`config.mk`:
```
export PLATFORM = sky130hd
export DESIGN_NAME = quad_dac_regif
export DESIGN_NICKNAME = d
export VERILOG_FILES = /design/src/rtl/qdac_pkg.sv /design/src/rtl/qdac_ctrl.sv /design/src/rtl/qdac_dpath.sv /design/src/rtl/quad_dac_regif.sv
export SDC_FILE = /design/constraint.sdc
export NUM_CORES = 1
export LEC_CHECK = 0
export ABC_AREA = 1
export BUFFER_PORTS_ARGS = -buffer_cell sky130_fd_sc_hd__buf_2
export CAP_MARGIN = 5
export CORE_MARGIN = 4
export CORE_UTILIZATION = 45
export CTS_CLUSTER_DIAMETER = 200
export CTS_CLUSTER_SIZE = 12
export DETAILED_ROUTE_END_ITERATION = 6
export PLACE_DENSITY = 0.76
export SLEW_MARGIN = 30
export SYNTH_ARGS = -nofsm -noshare
export SYNTH_HDL_FRONTEND = slang
export SYNTH_HIERARCHICAL = 1
export SYNTH_SLANG_ARGS = --single-unit
```
`constraint.sdc`:
```
create_clock -name clk -period 2.05 [get_ports clk]
set_input_delay 0.41 -clock clk [delete_from_list [all_inputs] [get_ports clk]]
set_output_delay 0.41 -clock clk [all_outputs]
set_load 0.05 [all_outputs]
```
`src/rtl/qdac_pkg.sv`:
```
package qdac_pkg;
  // Strobes from the control unit to the register datapath.
  typedef struct packed {
    logic ldData;   // store bus into addressed input-rank data register
    logic cmData;   // copy all input-rank data into output rank
    logic ldMode;   // store bus upper bits into input-rank mode register
    logic cmMode;   // copy input-rank mode into output rank
    logic passOne;  // bus straight to addressed output register
    logic passAll;  // bus straight to every output register
  } strobe_t;
endpackage

```
`src/rtl/qdac_ctrl.sv`:
```
module qdac_ctrl
  import qdac_pkg::*;
(
  input  logic       clk,
  input  logic       rstN,
  input  logic       csN,
  input  logic       lsN,
  input  logic       msN,
  input  logic [1:0] xpar,
  output strobe_t    stb
);
  logic prevCs, prevLs;
  logic csFall, lsRise, xparOn, dataWin;

  always_ff @(posedge clk or negedge rstN) begin
    if (!rstN) begin
      prevCs <= 1'b1;
      prevLs <= 1'b1;
    end else begin
      prevCs <= csN;
      prevLs <= lsN;
    end
  end

  always_comb begin
    csFall  = prevCs & ~csN;
    lsRise  = ~prevLs & lsN;
    xparOn  = |xpar;
    dataWin = msN & ~csN & ~lsN;

    stb.passAll = dataWin & xpar[1];
    stb.passOne = dataWin & (xpar == 2'b01);
    stb.ldData  = msN & ~xparOn & csFall & ~lsN;
    stb.cmData  = msN & ~xparOn & ((lsRise & ~csN) | (csFall & lsN));
    stb.ldMode  = ~msN & csFall & ~lsN;
    stb.cmMode  = ~msN & ((lsRise & ~csN) | (csFall & lsN));
  end
endmodule

```
`src/rtl/qdac_dpath.sv`:
```
module qdac_dpath
  import qdac_pkg::*;
#(
  parameter int DATA_W = 12,
  parameter int NUM_CH = 4,
  parameter int ADDR_W = 2
) (
  input  logic                     clk,
  input  logic                     rstN,
  input  strobe_t                  stb,
  input  logic [ADDR_W-1:0]        addr,
  input  logic [DATA_W-1:0]        dataIn,
  input  logic                     rdEn,
  input  logic                     csN,
  output logic [DATA_W-1:0]        rdData,
  output logic [NUM_CH*DATA_W-1:0] chanData,
  output logic [NUM_CH-1:0]        gainSel,
  output logic [NUM_CH-1:0]        bipolar
);
  localparam int MODE_W = 2 * NUM_CH;

  logic [DATA_W-1:0] rankIn  [NUM_CH];
  logic [DATA_W-1:0] rankOut [NUM_CH];
  logic [MODE_W-1:0] modeIn, modeOut;

  always_ff @(posedge clk or negedge rstN) begin
    if (!rstN) begin
      for (int ch = 0; ch < NUM_CH; ch++) begin
        rankIn[ch]  <= '0;
        rankOut[ch] <= '0;
      end
    end else begin
      for (int ch = 0; ch < NUM_CH; ch++) begin
        if (stb.ldData && addr == ADDR_W'(ch)) rankIn[ch] <= dataIn;
        if (stb.cmData)
          rankOut[ch] <= rankIn[ch];
        else if (stb.passAll || (stb.passOne && addr == ADDR_W'(ch)))
          rankOut[ch] <= dataIn;
      end
    end
  end

  always_ff @(posedge clk or negedge rstN) begin
    if (!rstN) begin
      modeIn  <= '0;
      modeOut <= '0;
    end else begin
      if (stb.ldMode) modeIn  <= dataIn[DATA_W-1 -: MODE_W];
      if (stb.cmMode) modeOut <= modeIn;
    end
  end

  for (genvar g = 0; g < NUM_CH; g++) begin : g_out
    assign chanData[g*DATA_W +: DATA_W] = rankOut[g];
  end

  assign gainSel = modeOut[MODE_W-1 -: NUM_CH];
  assign bipolar = modeOut[NUM_CH-1:0];
  assign rdData  = (rdEn && !csN) ? rankOut[addr] : '0;
endmodule

```
`src/rtl/quad_dac_regif.sv`:
```
module quad_dac_regif
  import qdac_pkg::*;
#(
  parameter int DATA_W = 12,
  parameter int NUM_CH = 4,
  localparam int ADDR_W = $clog2(NUM_CH)
) (
  input  logic                     clk,
  input  logic                     rstN,
  input  logic                     csN,
  input  logic                     lsN,
  input  logic                     msN,
  input  logic [ADDR_W-1:0]        addr,
  input  logic [DATA_W-1:0]        dataIn,
  input  logic [1:0]               xpar,
  input  logic                     rdEn,
  output logic [DATA_W-1:0]        rdData,
  output logic [NUM_CH*DATA_W-1:0] chanData,
  output logic [NUM_CH-1:0]        gainSel,
  output logic [NUM_CH-1:0]        bipolar
);
  strobe_t stb;

  qdac_ctrl u_ctrl (
    .clk(clk), .rstN(rstN), .csN(csN), .lsN(lsN), .msN(msN),
    .xpar(xpar), .stb(stb)
  );

  qdac_dpath #(.DATA_W(DATA_W), .NUM_CH(NUM_CH), .ADDR_W(ADDR_W)) u_dpath (
    .clk(clk), .rstN(rstN), .stb(stb), .addr(addr), .dataIn(dataIn),
    .rdEn(rdEn), .csN(csN), .rdData(rdData), .chanData(chanData),
    .gainSel(gainSel), .bipolar(bipolar)
  );
endmodule

```
==> results of run 1 <==
==> registers in the layout, indices dropped and copies added (netlist names) <==
name / flops
u_ctrl/prevLs: 1
u_dpath/modeIn: 8
u_ctrl/prevCs: 1
u_dpath/modeOut: 8
u_dpath/chanData: 48
u_dpath/rankIn: 48
==> power by group through the flow <==
stage	clock, mW	combinational, mW	sequential, mW
after floorplan	0	0.601	3.84
after global placement	0	2.06	2.94
after detailed placement	0	2.08	2.94
after CTS	2.83	2.09	2.91
after global routing	2.93	2.24	2.97
final	2.79	2.07	2.92
==> Yosys cell counts <==
cell type / n
o21ai_1: 26
nand2_1: 315
dfstp_2: 2
nand3_1: 72
nand2_2: 7
nor2_1: 40
nor3_1: 1
a21oi_1: 8
inv_1: 17
inv_2: 5
nor2_8: 1
mux2_2: 8
buf_6: 4
buf_2: 27
dfrtp_1: 112
a21oi_2: 1
o21ai_0: 22
buf_4: 2
clkbuf_1: 6
nor2_4: 2
==> worst max-delay path by stage <==
stage	end	slack, ns	from	cells past startpoint
6_report	rdData[4]	0.19	addr[0]	7
5_1_grt	rdData[5]	0.06	addr[0]	7
4_1_cts	rdData[5]	0.18	addr[0]	7
3_5_place_dp	rdData[5]	0.19	addr[0]	7
3_3_place_gp	rdData[4]	0.21	addr[0]	7
2_1_floorplan	rdData[0]	0.07	addr[0]	6
==> layout make-up <==
cell class | instances | share of cell area
Clock buffer | 21 | 0.0690
Clock inverter | 11 | 0.0173
Inverter | 22 | 0.0127
Multi-Input combinational cell | 503 | 0.336
Sequential cell | 114 | 0.438
Tap cell | 143 | 0.0274
Timing Repair Buffer | 111 | 0.100
==> kinds of logic after synthesis <==
kind of cell	after synthesis
DFF	114
buffers and inverters	61
AOI/OAI and AO/OA	57
and+or+nand+nor	438
muxes	8
==> layer usage <==
layer / GRT usage / part of all wire / vias to the layer above
li1: - / - / 2334
met5: 0 / 0 / -
met2: 0.324 / 0.46 / 158
met4: 0.0856 / 0.018 / 0
met1: 0.293 / 0.45 / 2164
met3: 0.0560 / 0.070 / 24
==> metrics.cfg, run 1 <==
[logic_synthesis]
synth_simple_gate_area_frac = 0.335
seq_area_frac_synth = 0.537
syn_avg_cell_area_sq_um = 7.84
synth_compound_gate_area_share = 0.0543
syn-num-nets = 700
synth_fa_ha_area_frac = 0
synth_top_area_cell = dfrtp_1
synth_mux_area_frac = 0.0169
synth_top_family_by_area = simple AND/OR/NAND/NOR gates
synth_seq_cells = 114
synth_xor_area_frac = 0
synthTopCellsByArea = dfrtp_1 (53%), nand2_1 (22%), nand3_1 (6.8%)
synthCells = 678
synth_area_sq_um = 5320
synth_warnings = 6
synth_top_area_share = 0.527
synth.distinct_cells = 20

[cells_and_area]
fin_cells = 925
stdcell_area_sq_um = 6520
final_util = 0.566
n_fill_cell = 1003
final_cell_mix = nand2_1 (315), dfrtp_1 (112), buf_2 (88), nand3_1 (72), nor2_1 (29)
fin_nets = 791
multi_input_area_sq_um = 2190
drive_gt1_frac = 0.225
layout_commonest_cell = nand2_1
regArea_sq_um = 2860
area_growth_pct = 22.7
n_antenna_cell = 0

[routing]
vias = 4680
postRouteAntennaNets = 0
drt-total-wl_mm = 13.7
wl_per_cell_um = 14.8
route.detailed.drc = 0
first_pass_iters = 5
drt_iter0_drc = 473
avgViaCountPerCell = 5.06

[worst_setup_path]
r2r-start = u_ctrl/prevLs$_DFF_PN1_
crit_path_start_kind = primary input
r2r_end = u_dpath/chanData[47]$_DFFE_PN0P_
cp_top_family = buffers and inverters
crit_path_max_incr_delay_ns = 0.28
worst-path-buf-inv = 3
crit_top_cell = buf_2
end_kind = primary output
cp_max_fo = 24
r2r_slack_ns = 0.26
path_cells = buf_2, buf_4, nand3_1, nand2_1, nor2_1, nor2_2, buf_2
required_ns = 1.64
crit_slowest_cell = buf_4
rr_worst_depth = 9
arrival_ns = 1.45
path_class = primary input to primary output

[global_route]
grt_max_degree = 49
grt_pass1_vias = 4441
gr-total-overflow = 0
antenna_found_initial = 0
grt.total_usage = 0.213
grt_pass1_wl_mm = 22.4

[clock_network]
htree_levels = 4
cts.sinks = 114
cts_tree = yes
clock_path_buffers = 2
clk_pin_slew_ns = 0.05
cts_hold_buf = 1
cts-root-buf = clkbuf_16
cts_resized = 0
cts_buffers = 17
post_cts_buffers = 0
clk_latency_ns = 0.41

[min_path]
min_from = lsN
holdPathStages = 1
hold_end = u_ctrl/prevLs$_DFF_PN1_
worstHoldPathType = primary input to flip-flop

[floorplanning]
start_util = 0.462
die_w_um = 117
rows = 39
fp.coreArea_sq_um = 11500
die-area_sq_um = 13600
die_h_um = 117
ios = 90

[placed_design]
post-place-ws_ns = 0.186
place_congestion = 0.849
port_buffers = 89
placed_area_sq_um = 5950
dp_hpwl_mm = 9.59
dp_cells = 892

[run]
cap_violations = 0

[sta]
hold_viol_final = 0
worst_slack_ns = 0.193
rsz0062_at_grt = no
tns_ns = 0
finalCritPeriodShare = 0.906
worst_pin_slew_ns = 0.505
period_needed_ns = 1.86
slew_violations = 0
setup_viol = 0
whs_ns = 0.131
final.setup_skew_ns = 0.00441
fmax_ghz = 0.539
relSlewSlack = 0.662

[pwr]
p_leak_nw = 3.51
finalPower_mw = 7.78
pwr-share-seq = 0.375
netSwitchingFraction = 0.366
power_switching_mw = 2.85
max-vdd-ir-drop_v = 0.000530
power.clock.fraction = 0.359
p_comb_frac = 0.267
p_int_mw = 4.93
powerDensity_nw_per_um2 = 1190

[run_status]
outcome = finished clean

Note: power is estimated with default switching activity, not from simulation.
==> inputs of run 2 (changes only) <==
- BUFFER_PORTS_ARGS: -buffer_cell sky130_fd_sc_hd__buf_2 -> -buffer_cell sky130_fd_sc_hd__buf_4
==> run 2 against run 1 <==
Total power up 5.1%. Combinational power up 9%. Cell area up 3.5%. Sequential power about the same. Sequential cell count unchanged. Core utilization up 2.0 points. Maximum frequency down 0.80%. Sequential share of layout area down 1.5 points. Count of clock-buffer cells in the layout down 2. Largest cell class unchanged.
==> metrics.cfg, run 2 (synthesized netlist as in run 1, its figures left out) <==
[global_route]
grt.total_usage = 0.216  ; +0.00258
gr-total-overflow = 0  ; unchanged
antenna_found_initial = 0  ; unchanged
grt_pass1_wl_mm = 23.0  ; +2.6%
grt_max_degree = 50  ; +2.0%
grt_pass1_vias = 4569  ; +2.9%

[clock_network]
cts_resized = 0  ; unchanged
clk_latency_ns = 0.41  ; about the same
htree_levels = 4  ; unchanged
cts_tree = yes
clk_pin_slew_ns = 0.05  ; about the same
cts-root-buf = clkbuf_16
cts_buffers = 17  ; unchanged
clock_path_buffers = 2  ; unchanged
cts.sinks = 114  ; unchanged

[routing]
drt-total-wl_mm = 13.9  ; +1.5%
vias = 4820  ; +3.0%
postRouteAntennaNets = 0  ; unchanged
routed-wl-met2_mm = 6.47  ; +2.6%
route.detailed.drc = 0  ; unchanged
first_pass_iters = 5  ; unchanged
met1_length_mm = 6.24  ; +1.6%
avgViaCountPerCell = 5.23  ; +3.4%
routed.top_layer = met4
wl_per_cell_um = 15.1  ; +2.0%
drt_iter0_drc = 392  ; -17%
dr_wl_met3_um = 875  ; -9.1%

[sta]
setup_viol = 0  ; unchanged
finalCritPeriodShare = 0.913  ; +0.00730
whs_ns = 0.142  ; +0.0102 ns
relSlewSlack = 0.686  ; +0.0232
rsz0062_at_grt = no
slew_violations = 0  ; unchanged
hold_viol_final = 0  ; unchanged
fmax_ghz = 0.534  ; -0.80%
period_needed_ns = 1.87  ; +0.0150 ns
final.setup_skew_ns = 0.0114  ; +0.00696 ns
tns_ns = 0  ; unchanged
worst_pin_slew_ns = 0.472  ; -0.0330 ns

[cells_and_area]
multi_input_area_sq_um = 2190  ; unchanged
n_antenna_cell = 0  ; unchanged
layout_commonest_cell = nand2_1
area_growth_pct = 26.9
regArea_sq_um = 2860  ; unchanged
final_cell_mix = nand2_1 (315), dfrtp_1 (112), buf_4 (104), nand3_1 (72), nor2_1 (29)
n_fill_cell = 963  ; -4.0%
fin_nets = 787  ; -0.51%
drive_gt1_frac = 0.225  ; about the same

[placed_design]
port_buffers = 89  ; unchanged
place_congestion = 0.898  ; +5.7%
dp_hpwl_mm = 9.75  ; +1.7%

[floorplanning]
die-area_sq_um = 13600  ; unchanged
start_util = 0.462  ; unchanged
ios = 90  ; unchanged
die_h_um = 117  ; unchanged
rows = 39  ; unchanged
die_w_um = 117  ; unchanged
fp.coreArea_sq_um = 11500  ; unchanged

[worst_setup_path]
r2r_end = u_dpath/chanData[0]$_DFFE_PN0P_
arrival_ns = 1.46  ; about the same
rr_worst_depth = 10  ; +1
end_kind = primary output
path_cells = buf_4, inv_2, nand3_1, nand2_1, nor2_1, nor2_2, buf_4
crit_path_max_incr_delay_ns = 0.30  ; +0.02 ns
path_class = primary input to primary output
r2r_slack_ns = 0.28  ; +0.02 ns
cp_max_fo = 28  ; +17%
crit_slowest_cell = buf_4
required_ns = 1.64  ; about the same
crit_top_cell = buf_4
r2r-start = u_ctrl/prevCs$_DFF_PN1_
crit_path_start_kind = primary input

[min_path]
worstHoldPathType = primary input to flip-flop
hold_end = u_ctrl/prevLs$_DFF_PN1_
min_from = lsN
holdPathStages = 1  ; unchanged

[pwr]
netSwitchingFraction = 0.356  ; -0.0104
p_comb_frac = 0.276  ; +0.009
p_leak_nw = 3.54  ; +0.95%
finalPower_mw = 8.18  ; +5.1%
max-vdd-ir-drop_v = 0.000457  ; -14%
power.clock.fraction = 0.365  ; +0.006
powerDensity_nw_per_um2 = 1210  ; +1.5%
pwr-share-seq = 0.359  ; -0.016
p_int_mw = 5.27  ; +6.8%
power_switching_mw = 2.91  ; +2.1%

[run_status]
outcome = finished clean

[run]
cap_violations = 0  ; unchanged

-- run 2: cell types whose count changed in the layout (fill, tap and decap cells not counted), sizes merged --
cell,delta
bufinv,+1
clkbuf,-2
buf,-4
inv,+1
clkinv,-3
clkinvlp,+3
-- run 2: critical path: cells and delay by family --
kind / cells / cell delay [ns]
and+or+nand+nor: 4 / 0.35
buffers and inverters: 3 / 0.70
-- run 2: through the flow --
step	util	cell area [sq um]	instances	worst slack (ns)
5_1_grt	0.586	6750	921	0.0808
6_report	0.586	6750	921	0.178
3_3_place_gp	0.532	6130	888	0.236
4_1_cts	0.586	6750	921	0.186
3_5_place_dp	0.532	6130	888	0.188
2_1_floorplan	-	5340	678	0.0677
-- run 2: routing by layer --
metal	track usage	vias to the layer above
met4	0.0826	0
met2	0.331	198
met1	0.296	2272
met3	0.0549	23
li1	-	2327
met5	0	-
-- run 2: power by group through the flow --
stage	registers [mW]	clock network (mW)	logic (mW)
finish	2.94	2.98	2.26
CTS	2.93	3.03	2.27
global route	2.98	3.14	2.41
floorplan	3.84	0	0.601
global placement	2.95	0	2.23
detailed placement	2.97	0	2.25
-- run 2: final cells by class --
class                      instances  area share
clock buffer                      19      0.0671
clock inverter                    13      0.0235
inverter                          22      0.0122
multi-input combinational        503       0.325
sequential                       114       0.423
tap                              143      0.0265
timing repair buffer             107       0.123
-- run 2: timing repair --
action                    in CTS  in global routing
buffers inserted               0                  0
hold endpoints to repair      17                  0
hold buffers                   1                  0
-- run 2: worst max-delay path by stage --
stage,startpoint,to,slack [ns],cells after the start
floorplan,addr[0],rdData[0],0.07,6
global placement,addr[0],rdData[4],0.24,7
detailed placement,addr[1],rdData[9],0.19,7
CTS,addr[0],rdData[8],0.19,7
global route,addr[0],rdData[9],0.08,7
finish,addr[1],rdData[8],0.18,7
